File: src/rtl/int_alu_pkg.sv
package int_alu_pkg;
    localparam int CC_W = 4;
    localparam int CC_N = 3;
    localparam int CC_Z = 2;
    localparam int CC_V = 1;
    localparam int CC_C = 0;

    typedef enum logic [3:0] {
        OP_ADD  = 4'd0,
        OP_SUB  = 4'd1,
        OP_AND  = 4'd2,
        OP_OR   = 4'd3,
        OP_XOR  = 4'd4,
        OP_SHL  = 4'd5,
        OP_SHR  = 4'd6,
        OP_SAR  = 4'd7,
        OP_SMUL = 4'd8,
        OP_UMUL = 4'd9
    } alu_op_e;

    typedef enum logic [1:0] {
        SH_LEFT  = 2'd0,
        SH_RLOG  = 2'd1,
        SH_RARI  = 2'd2
    } shift_kind_e;
endpackage

File: src/rtl/int_alu_addsub.sv
module int_alu_addsub #(
    parameter int W = 32
) (
    input  logic [W-1:0] a_i,
    input  logic [W-1:0] b_i,
    input  logic         sub_i,
    output logic [W-1:0] res_o,
    output logic         v_o,
    output logic         c_o
);
    logic [W:0] wide;

    always_comb begin
        if (sub_i) begin
            wide = {1'b0, a_i} - {1'b0, b_i};
            c_o  = wide[W];
            v_o  = (a_i[W-1] != b_i[W-1]) && (wide[W-1] != a_i[W-1]);
        end else begin
            wide = {1'b0, a_i} + {1'b0, b_i};
            c_o  = wide[W];
            v_o  = (a_i[W-1] == b_i[W-1]) && (wide[W-1] != a_i[W-1]);
        end
        res_o = wide[W-1:0];
    end
endmodule

File: src/rtl/int_alu_shifter.sv
module int_alu_shifter
    import int_alu_pkg::*;
#(
    parameter int W    = 32,
    parameter int SH_W = $clog2(W)
) (
    input  logic [W-1:0]    a_i,
    input  logic [SH_W-1:0] amt_i,
    input  shift_kind_e     kind_i,
    output logic [W-1:0]    res_o,
    output logic            v_o,
    output logic            c_o,
    output logic            upd_o
);
    localparam logic [SH_W:0] WIDTH_V = SH_W'(W) == '0 ? (SH_W+1)'(W) : (SH_W+1)'(W);

    logic [SH_W:0]  lead_amt;
    logic [W-1:0]   lost_hi;
    logic [W-1:0]   lost_mask;
    logic [W-1:0]   lost_lo;
    logic signed [W-1:0] sa;

    always_comb begin
        upd_o     = (amt_i != '0);
        lead_amt  = WIDTH_V - {1'b0, amt_i};
        lost_hi   = a_i >> lead_amt;
        lost_mask = {W{1'b1}} >> lead_amt;
        lost_lo   = a_i >> (amt_i - SH_W'(1));
        sa        = $signed(a_i);
        res_o     = a_i;
        v_o       = 1'b0;
        c_o       = 1'b0;
        case (kind_i)
            SH_LEFT: begin
                res_o = a_i << amt_i;
                c_o   = lost_hi[0];
                v_o   = lost_hi != (res_o[W-1] ? lost_mask : '0);
            end
            SH_RLOG: begin
                res_o = a_i >> amt_i;
                c_o   = lost_lo[0];
            end
            default: begin
                res_o = W'(sa >>> amt_i);
                c_o   = lost_lo[0];
            end
        endcase
    end
endmodule

File: src/rtl/int_alu_mul.sv
module int_alu_mul #(
    parameter int W = 32
) (
    input  logic [W-1:0]   a_i,
    input  logic [W-1:0]   b_i,
    input  logic           signed_i,
    output logic [2*W-1:0] prod_o
);
    logic [2*W-1:0] ax;
    logic [2*W-1:0] bx;

    always_comb begin
        ax     = {{W{signed_i & a_i[W-1]}}, a_i};
        bx     = {{W{signed_i & b_i[W-1]}}, b_i};
        prod_o = ax * bx;
    end
endmodule

File: src/rtl/int_alu_cc.sv
module int_alu_cc
    import int_alu_pkg::*;
(
    input  logic        clk_i,
    input  logic        rst_i,
    input  logic        start_i,
    input  logic [3:0]  op_i,
    input  logic [31:0] opa_i,
    input  logic [31:0] opb_i,
    input  logic [3:0]  cc_i,
    output logic [63:0] res_o,
    output logic [3:0]  cc_o,
    output logic        valid_o
);
    localparam int W    = 32;
    localparam int RW   = 2 * W;
    localparam int SH_W = $clog2(W);

    typedef struct packed {
        logic [RW-1:0]   res;
        logic [CC_W-1:0] cc;
        logic            vld;
    } stage_t;

    stage_t st_d, st_q;

    logic [W-1:0]    as_res;
    logic            as_v, as_c;
    logic [W-1:0]    sh_res;
    logic            sh_v, sh_c, sh_upd;
    logic [RW-1:0]   prod;
    logic [W-1:0]    lg_res;
    shift_kind_e     sh_kind;
    logic [SH_W-1:0] sh_amt;

    assign sh_amt  = opb_i[SH_W-1:0];
    assign sh_kind = (op_i == OP_SHL) ? SH_LEFT : (op_i == OP_SHR) ? SH_RLOG : SH_RARI;

    int_alu_addsub #(.W(W)) addsub_i (
        .a_i(opa_i), .b_i(opb_i), .sub_i(op_i == OP_SUB),
        .res_o(as_res), .v_o(as_v), .c_o(as_c)
    );

    int_alu_shifter #(.W(W), .SH_W(SH_W)) shift_i (
        .a_i(opa_i), .amt_i(sh_amt), .kind_i(sh_kind),
        .res_o(sh_res), .v_o(sh_v), .c_o(sh_c), .upd_o(sh_upd)
    );

    int_alu_mul #(.W(W)) mul_i (
        .a_i(opa_i), .b_i(opb_i), .signed_i(op_i == OP_SMUL), .prod_o(prod)
    );

    always_comb begin
        case (op_i)
            OP_AND:  lg_res = opa_i & opb_i;
            OP_OR:   lg_res = opa_i | opb_i;
            default: lg_res = opa_i ^ opb_i;
        endcase
    end

    always_comb begin
        st_d     = st_q;
        st_d.vld = start_i;
        if (start_i) begin
            case (op_i)
                OP_ADD, OP_SUB: begin
                    st_d.res = {{W{1'b0}}, as_res};
                    st_d.cc  = {as_res[W-1], as_res == '0, as_v, as_c};
                end
                OP_AND, OP_OR, OP_XOR: begin
                    st_d.res = {{W{1'b0}}, lg_res};
                    st_d.cc  = {lg_res[W-1], lg_res == '0, cc_i[CC_V], cc_i[CC_C]};
                end
                OP_SHL, OP_SHR, OP_SAR: begin
                    st_d.res = {{W{1'b0}}, sh_res};
                    st_d.cc  = {sh_res[W-1], sh_res == '0,
                                sh_upd ? sh_v : cc_i[CC_V],
                                sh_upd ? sh_c : cc_i[CC_C]};
                end
                OP_SMUL, OP_UMUL: begin
                    st_d.res = prod;
                    st_d.cc  = {prod[RW-1], prod == '0, cc_i[CC_V], cc_i[CC_C]};
                end
                default: begin
                    st_d.res = '0;
                    st_d.cc  = cc_i;
                end
            endcase
        end
    end

    always_ff @(posedge clk_i) begin
        if (rst_i) st_q <= '0;
        else       st_q <= st_d;
    end

    assign res_o   = st_q.res;
    assign cc_o    = st_q.cc;
    assign valid_o = st_q.vld;

    logic is_logic, is_mul, is_shift, is_rshift;
    assign is_logic  = (op_i == OP_AND) || (op_i == OP_OR) || (op_i == OP_XOR);
    assign is_mul    = (op_i == OP_SMUL) || (op_i == OP_UMUL);
    assign is_rshift = (op_i == OP_SHR) || (op_i == OP_SAR);
    assign is_shift  = is_rshift || (op_i == OP_SHL);

    AST_RESET_CLEARS: assert property (@(posedge clk_i)
        rst_i |=> (!valid_o && res_o == '0 && cc_o == '0));
    AST_VALID_ON_START: assert property (@(posedge clk_i) disable iff (rst_i)
        start_i |=> valid_o);
    AST_VALID_ONE_SHOT: assert property (@(posedge clk_i) disable iff (rst_i)
        !start_i |=> !valid_o);
    AST_HOLD_WHEN_IDLE: assert property (@(posedge clk_i) disable iff (rst_i)
        !start_i |=> ($stable(res_o) && $stable(cc_o)));
    AST_NZ_EXCLUSIVE: assert property (@(posedge clk_i) disable iff (rst_i)
        (start_i && op_i <= 4'd9) |=> !(cc_o[CC_N] && cc_o[CC_Z]));
    AST_LOGIC_KEEPS_VC: assert property (@(posedge clk_i) disable iff (rst_i)
        (start_i && is_logic) |=> cc_o[1:0] == $past(cc_i[1:0]));
    AST_RSHIFT_V_CLEAR: assert property (@(posedge clk_i) disable iff (rst_i)
        (start_i && is_rshift && sh_amt != '0) |=> !cc_o[CC_V]);
    AST_SHIFT0_KEEPS_VC: assert property (@(posedge clk_i) disable iff (rst_i)
        (start_i && is_shift && sh_amt == '0) |=> (cc_o[1:0] == $past(cc_i[1:0]) && res_o[W-1:0] == $past(opa_i)));
    AST_MUL_KEEPS_VC: assert property (@(posedge clk_i) disable iff (rst_i)
        (start_i && is_mul) |=> cc_o[1:0] == $past(cc_i[1:0]));
    AST_UPPER_ZERO: assert property (@(posedge clk_i) disable iff (rst_i)
        (start_i && !is_mul) |=> res_o[RW-1:W] == '0);
    AST_RESERVED_PASS: assert property (@(posedge clk_i) disable iff (rst_i)
        (start_i && op_i > 4'd9) |=> (cc_o == $past(cc_i) && res_o == '0));
endmodule

File: config.mk
export PLATFORM = sky130hd
export DESIGN_NAME = int_alu_cc
export DESIGN_NICKNAME = d
export VERILOG_FILES = /design/src/rtl/int_alu_pkg.sv /design/src/rtl/int_alu_addsub.sv /design/src/rtl/int_alu_shifter.sv /design/src/rtl/int_alu_mul.sv /design/src/rtl/int_alu_cc.sv
export SDC_FILE = /design/constraint.sdc
export NUM_CORES = 2
export LEC_CHECK = 0
export BUFFER_PORTS_ARGS = -buffer_cell sky130_fd_sc_hd__buf_4
export CORE_UTILIZATION = 60
export CTS_CLUSTER_DIAMETER = 100
export DETAILED_ROUTE_END_ITERATION = 8
export GPL_TIMING_DRIVEN = 0
export PLACE_DENSITY_LB_ADDON = 0.1
export RECOVER_POWER = 25
export SETUP_SLACK_MARGIN = 0.02
export SYNTH_ARGS = -nofsm -noshare
export SYNTH_HDL_FRONTEND = slang
export SYNTH_SLANG_ARGS = --single-unit
File: constraint.sdc
create_clock -name clk_i -period 20.8 [get_ports clk_i]
set_clock_uncertainty 0.2 [all_clocks]
set_input_delay 4.16 -clock clk_i [delete_from_list [all_inputs] [get_ports clk_i]]
set_output_delay 4.16 -clock clk_i [all_outputs]
set_load 0.01 [all_outputs]
==> flow_metrics.py <==
metrics = {
    "worst_hold_path": {
        "holdCritStartpoint": "res_o[21]",
        "min_path_type": "flip-flop to flip-flop",
        "hold_path_end": "res_o[21]",
        "timing.hold.worst_path_depth": 2,
    },
    "die": {
        "ios": 144,
        "dieHeight_um": 295,
        "core-area_um2": 85100,
        "die-area_um2": 87100,
        "die_x_extent_um": 295,
        "num_rows": 107,
        "start_util_pct": 60.6,
    },
    "cts": {
        "postCtsSetupRepairBufs": 0,
        "number_of_clock_sinks": 69,
        "clk_tree_root_cell": "sky130_fd_sc_hd__clkbuf_16",
        "clock_insertion_delay_worst_skew_ns": 0.34,
        "cts_tree": "yes",
        "htreeDepth": 3,
        "post_cts_gate_resize_count": 0,
        "cts_hold_buf": 0,
        "cts_buffer_depth": 2,
        "clk_transition_reported_paths_ns": 0.05,
        "number_of_buffers_created_by_cts": 9,
    },
    "timing": {
        "clock.fmax_mhz": 55.7,
        "finalCritPeriodShare_pct": 86.3,
        "final_period_minus_worst_setup_slack_ns": 17.95,
        "timing.max_slew.rel_slack_pct": -17.1,
        "finalMaxSlewViolations": 156,
        "fin_hold_ws_ns": 0.281,
        "rsz0062_at_grt": "no",
        "fin_ws_ns": 2.85,
        "setup_viol": 0,
        "finalSetupTns_ns": 0,
        "final_hold_vios": 0,
        "tightest_slew_ns": 1.76,
    },
    "detailed_routing": {
        "antenna_violating_nets_post_route": 0,
        "overall_via_count_from_detail_route": 52800,
        "post_drt_wl_per_cell_um": 33.6,
        "detailedRoute.firstPassIterationCount": 9,
        "avgViaCountPerCell": 6.94,
        "post-route-drc-count": 40,
        "dr.first_iter.drc_count": 8266,
        "detailed_route_wl_um": 255000,
    },
    "finish": {
        "mostFrequentLayoutCells": "sky130_fd_sc_hd__inv_1, sky130_fd_sc_hd__fa_1, sky130_fd_sc_hd__nand2_1",
        "numnets_final": 7954,
        "area_growth_syn_to_layout_pct": 5.33,
        "post_route_cells_drive_above_1_share_pct": 4.53,
        "layout_commonest_cell": "sky130_fd_sc_hd__inv_1",
        "fillers": 7022,
    },
    "placed_design": {
        "buffer_ports.inserted": 140,
        "pre_cts_ws_ns": 3.43,
        "place.gp.congestion": 1.15,
        "dp_hpwl_um": 207000,
    },
    "status": {
        "status": "complete, but fails checks",
        "failing_checks": "design-rule violations, max-capacitance violations, max-slew violations",
    },
    "worst_setup_path": {
        "required_ns": 20.85,
        "crit-reg2reg-capture": "cc_o[2]",
        "cp-end-kind": "flip-flop",
        "r2r_slack_ns": 19.11,
        "critical_path_s_most_frequent_cell": "sky130_fd_sc_hd__fa_1",
        "timing.critical_path.slowest_stage_cell": "sky130_fd_sc_hd__clkbuf_1",
        "cp.arrival_ns": 18.01,
        "timing.rr.start": "cc_o[2]",
        "cp_slowest_stage_delay_ns": 0.81,
        "timing.critical_path.fanout_max": 10,
        "worst_r2r_path_depth": 5,
        "cp-start-kind": "input port",
        "criticalPathCategory": "input port to flip-flop",
    },
    "global_routing": {
        "number_of_global_route_vias_before_repair": 54200,
        "gr-total-overflow": 0,
        "aggregate_global_route_resource_usage_pct": 59.3,
        "grt_pass1_wl_um": 364000,
        "number_of_antenna_violations_at_the_first_check_in_global_routing": 29,
        "grt_max_degree": 25,
    },
    "logic_synthesis": {
        "synth_enable_flop_cells": 0,
        "postSynth.asyncResetShare_pct": 0,
        "netlist_area_um2": 51600,
        "synth_seq_area_share_pct": 2.68,
        "synth_seq_cells": 69,
        "ys.flop_type": "sky130_fd_sc_hd__dfxtp_1",
        "syn_inst": 6284,
        "synth_warnings": 0,
        "synth_nets": 7800,
        "post_synth_num_cell_types": 90,
        "avgSynthCellArea_um2": 8.20,
    },
    "job": {
        "cap_violations": 14,
    },
}
==> final cells by class <==
class	instances	area, um^2	share of cell area, %
Antenna cell	26	65.1	0.120
Timing Repair Buffer	143	947	1.74
Inverter	1271	4770	8.79
Buffer	403	1580	2.90
Multi-Input combinational cell	4541	43900	80.8
Clock inverter	1	5.00	0.00922
Sequential cell	69	1380	2.54
Tap cell	1144	1430	2.64
Clock buffer	14	274	0.505
==> flip-flops by register name (all words and copies together), names as in the netlist <==
name and cells:
res_o 64, cc_o 4, valid_o 1
==> cells by family (layout without fill, tap and decap cells) <==
logic type	after synthesis	in the layout	share of synthesized area, %
AND/OR/NAND/NOR	1904	1904	15.3
buffers and inverters	1674	1832	12.3
adder cells (fa/ha/maj)	1441	1441	51.4
AO/OA/AOI/OAI	891	891	11.1
multiplexers	190	190	5.26
XOR/XNOR	115	115	1.95
flip-flops	69	69	2.68
other	0	26	0
==> synthesized netlist by cell type, drive strengths merged (22+ instances only) <==
library cell / n / area [um^2]
a21oi: 251 / 1260
o31ai: 22 / 165
inv: 1249 / 4690
mux2i: 87 / 871
nor3: 76 / 385
ha: 314 / 3930
mux4: 60 / 1350
a22oi: 49 / 368
nor4: 22 / 138
xnor2: 91 / 797
fa: 1127 / 22600
xor2: 24 / 210
clkbuf: 303 / 1140
dfxtp: 69 / 1380
nand2b: 23 / 144
mux2: 43 / 492
nor2: 635 / 2380
a31oi: 42 / 269
o22ai: 38 / 238
o21ai: 188 / 945
buf: 100 / 423
nand2: 942 / 3540
a211oi: 67 / 503
nand4: 38 / 238
clkinv: 22 / 82.6
a21o: 25 / 188
nand3: 60 / 300
o211ai: 34 / 255
==> metrics by stage <==
step	instance area, um^2	instances	utilization [%]
finish	54300	7612	63.8
global route	54200	7586	63.7
CTS	54300	7585	63.8
detailed placement	54100	7570	63.5
global placement	54000	7568	63.5
floorplan	51600	6284	-
==> critical path: cells and delay by family <==
kind | cells | cell delay (ns)
and+or+nand+nor | 5 | 1.72
xor gates and xnor gates | 1 | 0.56
adders and majority gates | 9 | 4.80
AOI/OAI and AO/OA | 7 | 2.11
buffers and inverters | 10 | 4.62
==> per-layer routing <==
metal	global-route usage [%]	vias up	routed length, um	share of wire, %
met5	0	-	85	0.033
met4	58.4	10	33400	13
met3	28.8	2095	42400	17
met2	84.1	5552	103000	40
met1	63.7	25200	76200	30
li1	-	19900	-	-
==> how the worst max path moves through the flow <==
stage,from,endpoint,slack (ns),cells past startpoint
6_report,opb_i[3],cc_o[3],2.85,32
5_1_grt,opb_i[3],res_o[63],3.03,32
4_1_cts,opb_i[3],cc_o[3],3.70,32
3_5_place_dp,opb_i[3],cc_o[3],3.43,32
3_3_place_gp,opb_i[3],cc_o[3],3.53,32
2_1_floorplan,opb_i[3],cc_o[2],7.27,32
Power is not shown: default switching activity piles up to over one toggle a cycle in this logic, so the estimate is an artifact.
